--- src/rtl/dcf_pkg.sv ---
package dcf_pkg;

  typedef enum logic [2:0] {
    MODE_CARRY = 3'd0,
    MODE_NEG   = 3'd1,
    MODE_ZERO  = 3'd2,
    MODE_OVF   = 3'd3,
    MODE_GT    = 3'd4,
    MODE_GE    = 3'd5,
    MODE_RSV6  = 3'd6,
    MODE_RSV7  = 3'd7
  } dc_mode_e;

  typedef enum logic [1:0] {
    OP_ARITH  = 2'd0,
    OP_LOGIC  = 2'd1,
    OP_ASHIFT = 2'd2,
    OP_LSHIFT = 2'd3
  } op_class_e;

  // Condition bits derived from one result
  typedef struct packed {
    logic neg_full;   // MSB including guard bits
    logic neg_word;   // MSB of the main word
    logic is_zero;    // whole result is zero
    logic over_range; // signed overflow of the full-width operation
    logic dest_ovf;   // result does not fit the main word
  } cond_bits_t;

  // Arithmetic classes have bit 0 clear
  function automatic logic is_arith(input op_class_e c);
    return (c == OP_ARITH) || (c == OP_ASHIFT);
  endfunction

endpackage

--- src/rtl/dcf_range_detect.sv ---
module dcf_range_detect
  import dcf_pkg::*;
#(
  parameter int WORD_W  = 32,
  parameter int GUARD_W = 8
) (
  input  logic [WORD_W+GUARD_W-1:0] result,
  input  logic                      sign_a,
  input  logic                      sign_b,
  output cond_bits_t                cond
);
  localparam int FULL_W = WORD_W + GUARD_W;
  localparam int TOP_W  = GUARD_W + 1;

  // Guard bits plus the main-word sign bit must all agree when the value fits
  logic [TOP_W-1:0] top_bits;
  assign top_bits = result[FULL_W-1:WORD_W-1];

  always_comb begin
    cond.neg_full   = result[FULL_W-1];
    cond.neg_word   = result[WORD_W-1];
    cond.is_zero    = ~|result;
    cond.over_range = (sign_a == sign_b) && (result[FULL_W-1] != sign_a);
    cond.dest_ovf   = (|top_bits) && !(&top_bits);
  end

  // A zero result always fits the destination
  always_comb begin
    if (cond.is_zero) begin
      AST_ZERO_FITS: assert (!cond.dest_ovf);
    end
  end

endmodule

--- src/rtl/dcf_mode_mux.sv ---
module dcf_mode_mux
  import dcf_pkg::*;
(
  input  dc_mode_e   mode,
  input  op_class_e  op_class,
  input  cond_bits_t cond,
  input  logic       carry_out,
  input  logic       shift_out,
  output logic       dc_next,
  output logic       load_ok
);
  logic arith;
  logic ge_val;

  assign arith  = is_arith(op_class);
  assign ge_val = !(cond.neg_full ^ cond.over_range);

  always_comb begin
    dc_next = 1'b0;
    load_ok = 1'b1;
    unique case (mode)
      MODE_CARRY: begin
        unique case (op_class)
          OP_ARITH:  dc_next = carry_out;
          OP_LOGIC:  dc_next = 1'b0;
          default:   dc_next = shift_out;
        endcase
      end
      MODE_NEG:  dc_next = arith ? cond.neg_full : cond.neg_word;
      MODE_ZERO: dc_next = cond.is_zero;
      MODE_OVF:  dc_next = arith && cond.dest_ovf;
      MODE_GT:   dc_next = arith && ge_val && !cond.is_zero;
      MODE_GE:   dc_next = arith && ge_val;
      default: begin
        dc_next = 1'b0;
        load_ok = 1'b0;
      end
    endcase
  end

endmodule

--- src/rtl/dcf_flag_gen.sv ---
module dcf_flag_gen
  import dcf_pkg::*;
#(
  parameter int WORD_W  = 32,
  parameter int GUARD_W = 8,
  localparam int FULL_W = WORD_W + GUARD_W
) (
  input  logic              clk,
  input  logic              rst,
  input  logic              wr_en,
  input  logic [2:0]        mode,
  input  logic [1:0]        op_class,
  input  logic [FULL_W-1:0] result,
  input  logic              sign_a,
  input  logic              sign_b,
  input  logic              carry_out,
  input  logic              shift_out,
  output logic              dc
);
  cond_bits_t cond;
  logic       dc_next;
  logic       load_ok;

  dcf_range_detect #(
    .WORD_W (WORD_W),
    .GUARD_W(GUARD_W)
  ) u_range (
    .result(result),
    .sign_a(sign_a),
    .sign_b(sign_b),
    .cond  (cond)
  );

  dcf_mode_mux u_mux (
    .mode     (dc_mode_e'(mode)),
    .op_class (op_class_e'(op_class)),
    .cond     (cond),
    .carry_out(carry_out),
    .shift_out(shift_out),
    .dc_next  (dc_next),
    .load_ok  (load_ok)
  );

  always_ff @(posedge clk) begin
    if (rst) begin
      dc <= 1'b0;
    end else if (wr_en && load_ok) begin
      dc <= dc_next;
    end
  end

  AST_RESET_CLEAR: assert property (@(posedge clk) disable iff (rst)
    $fell(rst) |-> !dc);
  AST_IDLE_HOLD: assert property (@(posedge clk) disable iff (rst)
    !wr_en |=> $stable(dc));
  AST_CARRY_FOLLOW: assert property (@(posedge clk) disable iff (rst)
    (wr_en && mode == 3'd0 && op_class == 2'd0) |=> (dc == $past(carry_out)));
  AST_LOGIC_NO_OVF: assert property (@(posedge clk) disable iff (rst)
    (wr_en && mode == 3'd3 && op_class[0]) |=> !dc);
  AST_ZERO_NOT_GT: assert property (@(posedge clk) disable iff (rst)
    (wr_en && mode == 3'd4 && result == '0) |=> !dc);
  AST_RESERVED_HOLD: assert property (@(posedge clk) disable iff (rst)
    (wr_en && mode[2:1] == 2'b11) |=> $stable(dc));

endmodule

--- config.mk ---
export PLATFORM = sky130hd
export DESIGN_NAME = dcf_flag_gen
export DESIGN_NICKNAME = d
export VERILOG_FILES = /design/src/rtl/dcf_pkg.sv /design/src/rtl/dcf_range_detect.sv /design/src/rtl/dcf_mode_mux.sv /design/src/rtl/dcf_flag_gen.sv
export SDC_FILE = /design/constraint.sdc
export NUM_CORES = 1
export LEC_CHECK = 0
export ABC_CLOCK_PERIOD_IN_PS = 3200
export BUFFER_PORTS_ARGS = -buffer_cell sky130_fd_sc_hd__buf_2
export CAP_MARGIN = 0
export CORE_AREA = 4 4 41 43
export CTS_CLUSTER_DIAMETER = 30
export CTS_CLUSTER_SIZE = 25
export DETAILED_ROUTE_END_ITERATION = 12
export DIE_AREA = 0 0 45 47
export PLACE_DENSITY = 0.77
export SETUP_SLACK_MARGIN = 0.4
export SKIP_CTS_REPAIR_TIMING = 1
export SLEW_MARGIN = 20
export SYNTH_ARGS = -nofsm -noshare
export SYNTH_HDL_FRONTEND = slang
export SYNTH_HIERARCHICAL = 1
export SYNTH_SLANG_ARGS = --single-unit
--- constraint.sdc ---
create_clock -name clk -period 3.2 [get_ports clk]
set_input_delay 0.16 -clock clk [delete_from_list [all_inputs] [get_ports clk]]
set_output_delay 0.16 -clock clk [all_outputs]
set_load 0.05 [all_outputs]
==> summary.md, run 1 <==
| Metric | Value |
|---|---|
| Status | completed |
| First-pass GRT wire length | 1.51 mm |
| Crit Path Max Fanout | 2 |
| DR iter-0 viols | 2 |
| Largest Register | dc |
| Register area share after synthesis | 6.81% |
| Most frequent cell after synthesis | nor4_1 |
| Crit Path Class | primary input to flip-flop |
| Setup repair after global routing missed its margin | false |
| Critical path endpoint category | flip-flop |
| WL/cell | ~11 um |
| CP startpoint kind | primary input |
| Clock slew at reported path FFs | 0 ns |
| Pwr dens | ~120 nW/um2 |
| Min-Delay Path Class | primary input to flip-flop |
| Ys async rst share | 0% |
| Vias | between 500 and 600 |
| Max VDD drop | 0.0384 mV |
| Routed wire length | 1.15 mm |
| I/O pin count | 53 |
| P_leak | 0.000279 uW |
| Post-synth EDFFs | 0 |
| Initial Util | between 20% and 30% |
| Max Cap Viol | 0 |
| Gate Count Post-Synth | 42 |
| Synth Net Count | 94 |
| Largest net degree at the start of global routing | 7 |
| Worst Tran Pin Value | 0.320 ns |
| Synthesized cell area | 294 um2 |
| FF+latch count, synth | 1 |
| Syn_area_per_cell | about 7 um2 |
| Yosys cell types | 23 |
| Die area | 2120 um2 |
| Vias/cell | 4.77 |
| Fillers | 154 |
| Final Cycle Share | between 40% and 50% |
| Final Max Slew Viols | 0 |
| Core ar. | 1300 um2 |
| GRT Residual Overflow | 0 |
| Most frequent cells after synthesis | nor4_1, nand2_1, nor2_1, nand3_1, nand4_1 |
| Minimum clock period | 1.53 ns |
| Fmax | 0.655 GHz |
| WP data arrival | 1.41 ns |
| Hold Fails Final Rpt | 0 |
| Final-stage net count | 146 |
| Synth-to-Final Area Change | 89.8% |
| Skew-Pair Late Insertion Delay | 0 ns |
| Total Routing Usage GR | 9.21% |
| Largest regs | dc x1 |
| Total placed cells including tap cells | 107 |
| Largest register FFs | 1 |
| Clock skew | 0 ns |
| DRC viols | 0 |
| Chip Width | 45 um |
| Number of global-route vias before repair | 442 |
| Synth area leaders | nor4_1, dfxtp_1, nand4_1, nand3_1, buf_4 |
| Cell row count | 13 |
| Diode count | 0 |
| Post-synth top area share | approximately 15% |
| Primary FF master, synth | dfxtp_1 |
| RePlAce Congestion | 0.583 |
| Final non-filler cell total | 107 |
| Initial DRT Pass Iterations | 3 |
| Final setup violation count | 0 |
| Antenna-violating nets left | 0 |
| Final setup TNS | 0 ns |
| Worst EP required | 3.08 ns |
| Synth warn | 6 |
| Yosys top cell by area | nor4_1 |
| Initial antenna violation count | 0 |
| Port Buffers | 52 |
| Die Height | 47 um |
| Relative slew slack | 78.7% |
| Share of cells above drive strength 1 | between 60 and 70% |
## power by group
group	internal (uW)	switching, uW
Sequential	13.3	0.236
Combinational	30.7	21.7
Clock	0	0
## cell families after synthesis
| group | count (synthesis) | share of synthesized area (%) |
|---|---|---|
| AO/OA/AOI/OAI | 8 | 23.4 |
| XOR/XNOR | 1 | 2.98 |
| buffers and inverters | 2 | 5.10 |
| flip-flops | 1 | 6.81 |
| multiplexers | 1 | 3.40 |
| AND/OR/NAND/NOR | 29 | 58.3 |
## path summary, 6_finish.rpt
| kind | startpoint | end | slack (ns) | depth (start not counted) |
|---|---|---|---|---|
| min | rst | dc | 0.33 | 2 |
| max | result[1] | dc | 1.67 | 9 |
| min reg2reg | dc | dc | 0.58 | 2 |
| max reg2reg | dc | dc | 2.48 | 2 |
## cell usage in the layout, fill, tap and decap left out, drive strengths merged, types with 2 or more instances in the layout
| cell type | n |
|---|---|
| nor3 | 3 |
| buf | 52 |
| nand2 | 4 |
| nand3 | 3 |
| o21ai | 2 |
| nand4 | 3 |
| nor2 | 4 |
| nor4 | 8 |
| nor2b | 2 |
## metrics by stage
step / hold slack (ns) / utilization [%] / worst slack (ns) / power, uW / cell area, um2
after floorplan: 0.222 / - / 1.90 / 31.0 / 294
after global placement: 0.324 / 42.9 / 1.72 / 65.0 / 558
after detailed placement: 0.340 / 42.9 / 1.67 / 66.5 / 558
after CTS: 0.340 / 42.9 / 1.67 / 66.7 / 558
after global routing: 0.350 / 42.9 / 1.57 / 71.7 / 558
final: 0.333 / 42.9 / 1.67 / 65.9 / 558
## critical path, cell delays in order
cell	delay, ns
buf_2	0.09
nor4_1	0.30
nand4_1	0.17
nor3_2	0.17
nor2b_1	0.16
nand4b_1	0.13
o211ai_2	0.08
nand3_1	0.10
a21oi_2	0.06
## layer usage
metal	wire (um)	track usage, %	vias up	share of wire [%]
met2	539	20.6	31	47
met4	0	0	0	0
li1	-	-	269	-
met5	0	0	-	0
met3	211	1.15	0	18
met1	402	9.23	210	35
## area by class of cell
class                           count  area (um2)  share of cell area, %
Multi-Input combinational cell     39         259                   46.4
Sequential cell                     1        20.0                   3.59
Tap cell                           15        18.8                   3.36
Timing Repair Buffer               52         260                   46.6
(Power assumes the default switching activity.)
==> inputs of run 2 (changes only) <==
Settings changed: ABC_CLOCK_PERIOD_IN_PS 3200 to 1300, CORE_AREA 4 4 41 43 to default, CORE_MARGIN from default to 4, CORE_UTILIZATION from default to 22, DIE_AREA 0 0 45 47 to default, PLACE_DENSITY 0.77 to 0.8.
Clock period 3.2 ns to 1.3 ns, I/O delays scaled along.
==> run 2 against run 1 <==
  * The run now ends with setup timing left
  * Power increased to 3.1 times the previous value
  * Register-to-register slack got worse by 1.9 ns
  * Sequential share of layout area fell by 0.71 points
  * Critical path depth unchanged
  * Cell area rose by 25%
  * Utilization increased by 16 points
  * Wire length is 21% higher
  * Flip-flop and latch count unchanged
  * Setup slack lost 1.8 ns
  * Worst hold slack got worse by 0.11 ns
  * Clock skew did not move
  * Critical path type unchanged
  * Critical endpoint unchanged
  * Highest routed layer unchanged
==> summary.md, run 2 (synthesis gave the netlist of run 1 again) <==
| Metric | Value |
|---|---|
| Diode count | 0 |
| Critical path's top delay family | simple AND/OR/NAND/NOR gates |
| Antenna-violating nets left | 0 |
| Vias/cell | 4.93 |
| First-pass GRT wire length | 1.71 mm |
| Largest Register | dc |
| Buf/Inv on CP | 1 |
| Die Height | roughly 45 um |
| Worst hold path startpoint | rst |
| Port Buffers | 52 |
| Core ar. | 1190 um2 |
| RR Endpoint | dc |
| DP HPWL | 1.11 mm |
| Final setup TNS | -0.133 ns |
| Chip Width | 44.6 um |
| Fmax | between 0.6 and 0.7 GHz |
| Worst EP required | ~1.2 ns |
| Worst r2r src | dc |
| Slowest stage delay, CP | between 0.2 and 0.3 ns |
| Final Max Slew Viols | 0 |
| Sink of the worst hold path | dc |
| Min-Delay Path Class | primary input to flip-flop |
| CP Cell Sequence | buf_6 > nor4_2 > nand4_1 > nor3_2 > nor2b_4 > nand4b_1 > o211ai_2 > nand3_1 > a21oi_2 |
| I/O pin count | 53 |
| Failing checks | setup timing |
| P_leak | 0.000312 uW |
| GRT Residual Overflow | 0 |
| Hold Worst Slack | 0.227 ns |
| Relative slew slack | 81.2% |
| Die area | 1990 um2 |
| Critical path endpoint category | flip-flop |
| Cell row count | 12 |
| Initial Util | 24.8% |
| Largest regs | dc x1 |
| Synth-to-Final Area Change | 137% |
| RePlAce Congestion | around 0.64 |
| WL/cell | about 13 um |
| WP data arrival | 1.32 ns |
| Number of global-route vias before repair | around 480 |
| Most common cell after layout, fill and taps aside | buf_2 |
| Final setup violation count | 1 |
| Minimum clock period | 1.43 ns |
| Vias | between 500 and 600 |
| Largest register FFs | 1 |
| Total Routing Usage GR | 10.6% |
| Most frequent cells in the layout | buf_2, buf_6, nor4_2 |
| CP startpoint kind | primary input |
| DRC viols | 0 |
| Final Cycle Share | 110% |
| Final-stage net count | 148 |
| Dpl ws | -0.136 ns |
| Core Util, Final | approximately three fifths |
| Max Cap Viol | 0 |
| Hold depth | 2 |
| Skew-Pair Late Insertion Delay | 0 ns |
| Routed wire length | 1.40 mm |
| Clock slew at reported path FFs | 0 ns |
| Worst Reg2Reg Path Length in Cells | 2 |
| Status | complete, but fails checks |
| Slowest stage cell, crit path | nor4_2 |
| Setup repair after global routing missed its margin | true |
| Crit Path Max Fanout | 2 |
| Final WS setup | -0.133 ns |
| Initial DRT Pass Iterations | 3 |
| Max VDD drop | 0.142 mV |
| Pwr dens | approximately 290 nW/um2 |
| Crit Path Class | primary input to flip-flop |
| Hold Fails Final Rpt | 0 |
| Initial antenna violation count | 0 |
| Clock skew | 0 ns |
| Largest net degree at the start of global routing | 5 |
| Worst Tran Pin Value | 0.282 ns |
| R2R Setup Slk | slightly above 0.6 ns |
| Share of cells above drive strength 1 | about three quarters |
| DR iter-0 viols | 1 |
-- run 2: cell count changes in the layout (fill, tap and decap cells not counted), moves of 2 or more --
cell,before,now
buf_2,52,45
buf_6,0,7
nor4_1,7,0
nor4_2,1,5
nor4_4,0,3
buf_4,0,2
-- run 2: metrics by stage --
| step | instance area [um2] | cells | total power (uW) |
|---|---|---|---|
| 6_report | 697 | 108 | 204 |
| 5_1_grt | 697 | 108 | 220 |
| 4_1_cts | 578 | 108 | 169 |
| 3_5_place_dp | 578 | 108 | 169 |
| 3_3_place_gp | 578 | 108 | 165 |
| 2_1_floorplan | 300 | 42 | 77.2 |
-- run 2: where the power goes --
part | internal [uW] | total, uW | switching (uW) | leakage, uW
clock network | 0 | 0 | 0 | 0
logic | 98.3 | 171 | 72.8 | 0.000304
registers | 32.8 | 33.3 | 0.547 | 0.00000814
-- run 2: final cells by class --
type / count / area, um2
sequential: 1 / 20.0
timing repair buffer: 54 / 319
multi-input combinational: 39 / 340
fill: 106 / 489
tap: 14 / 17.5
-- run 2: worst max-delay path by stage --
| stage | to | slack (ns) | cells past startpoint | start |
|---|---|---|---|---|
| floorplan | dc | 0.10 | 8 | result[34] |
| global placement | dc | -0.09 | 9 | result[34] |
| detailed placement | dc | -0.14 | 9 | result[34] |
| CTS | dc | -0.14 | 9 | result[34] |
| global route | dc | -0.22 | 9 | result[23] |
| finish | dc | -0.13 | 9 | result[27] |
-- run 2: metal layers --
metal,track usage (%),share of wire (%),wire length [um],vias to the layer above
li1,-,-,-,275
met1,10.6,32,447,227
met2,22.9,56,781,30
met3,2.03,12,168,0
met4,0,0,0,0
met5,0,0,0,-
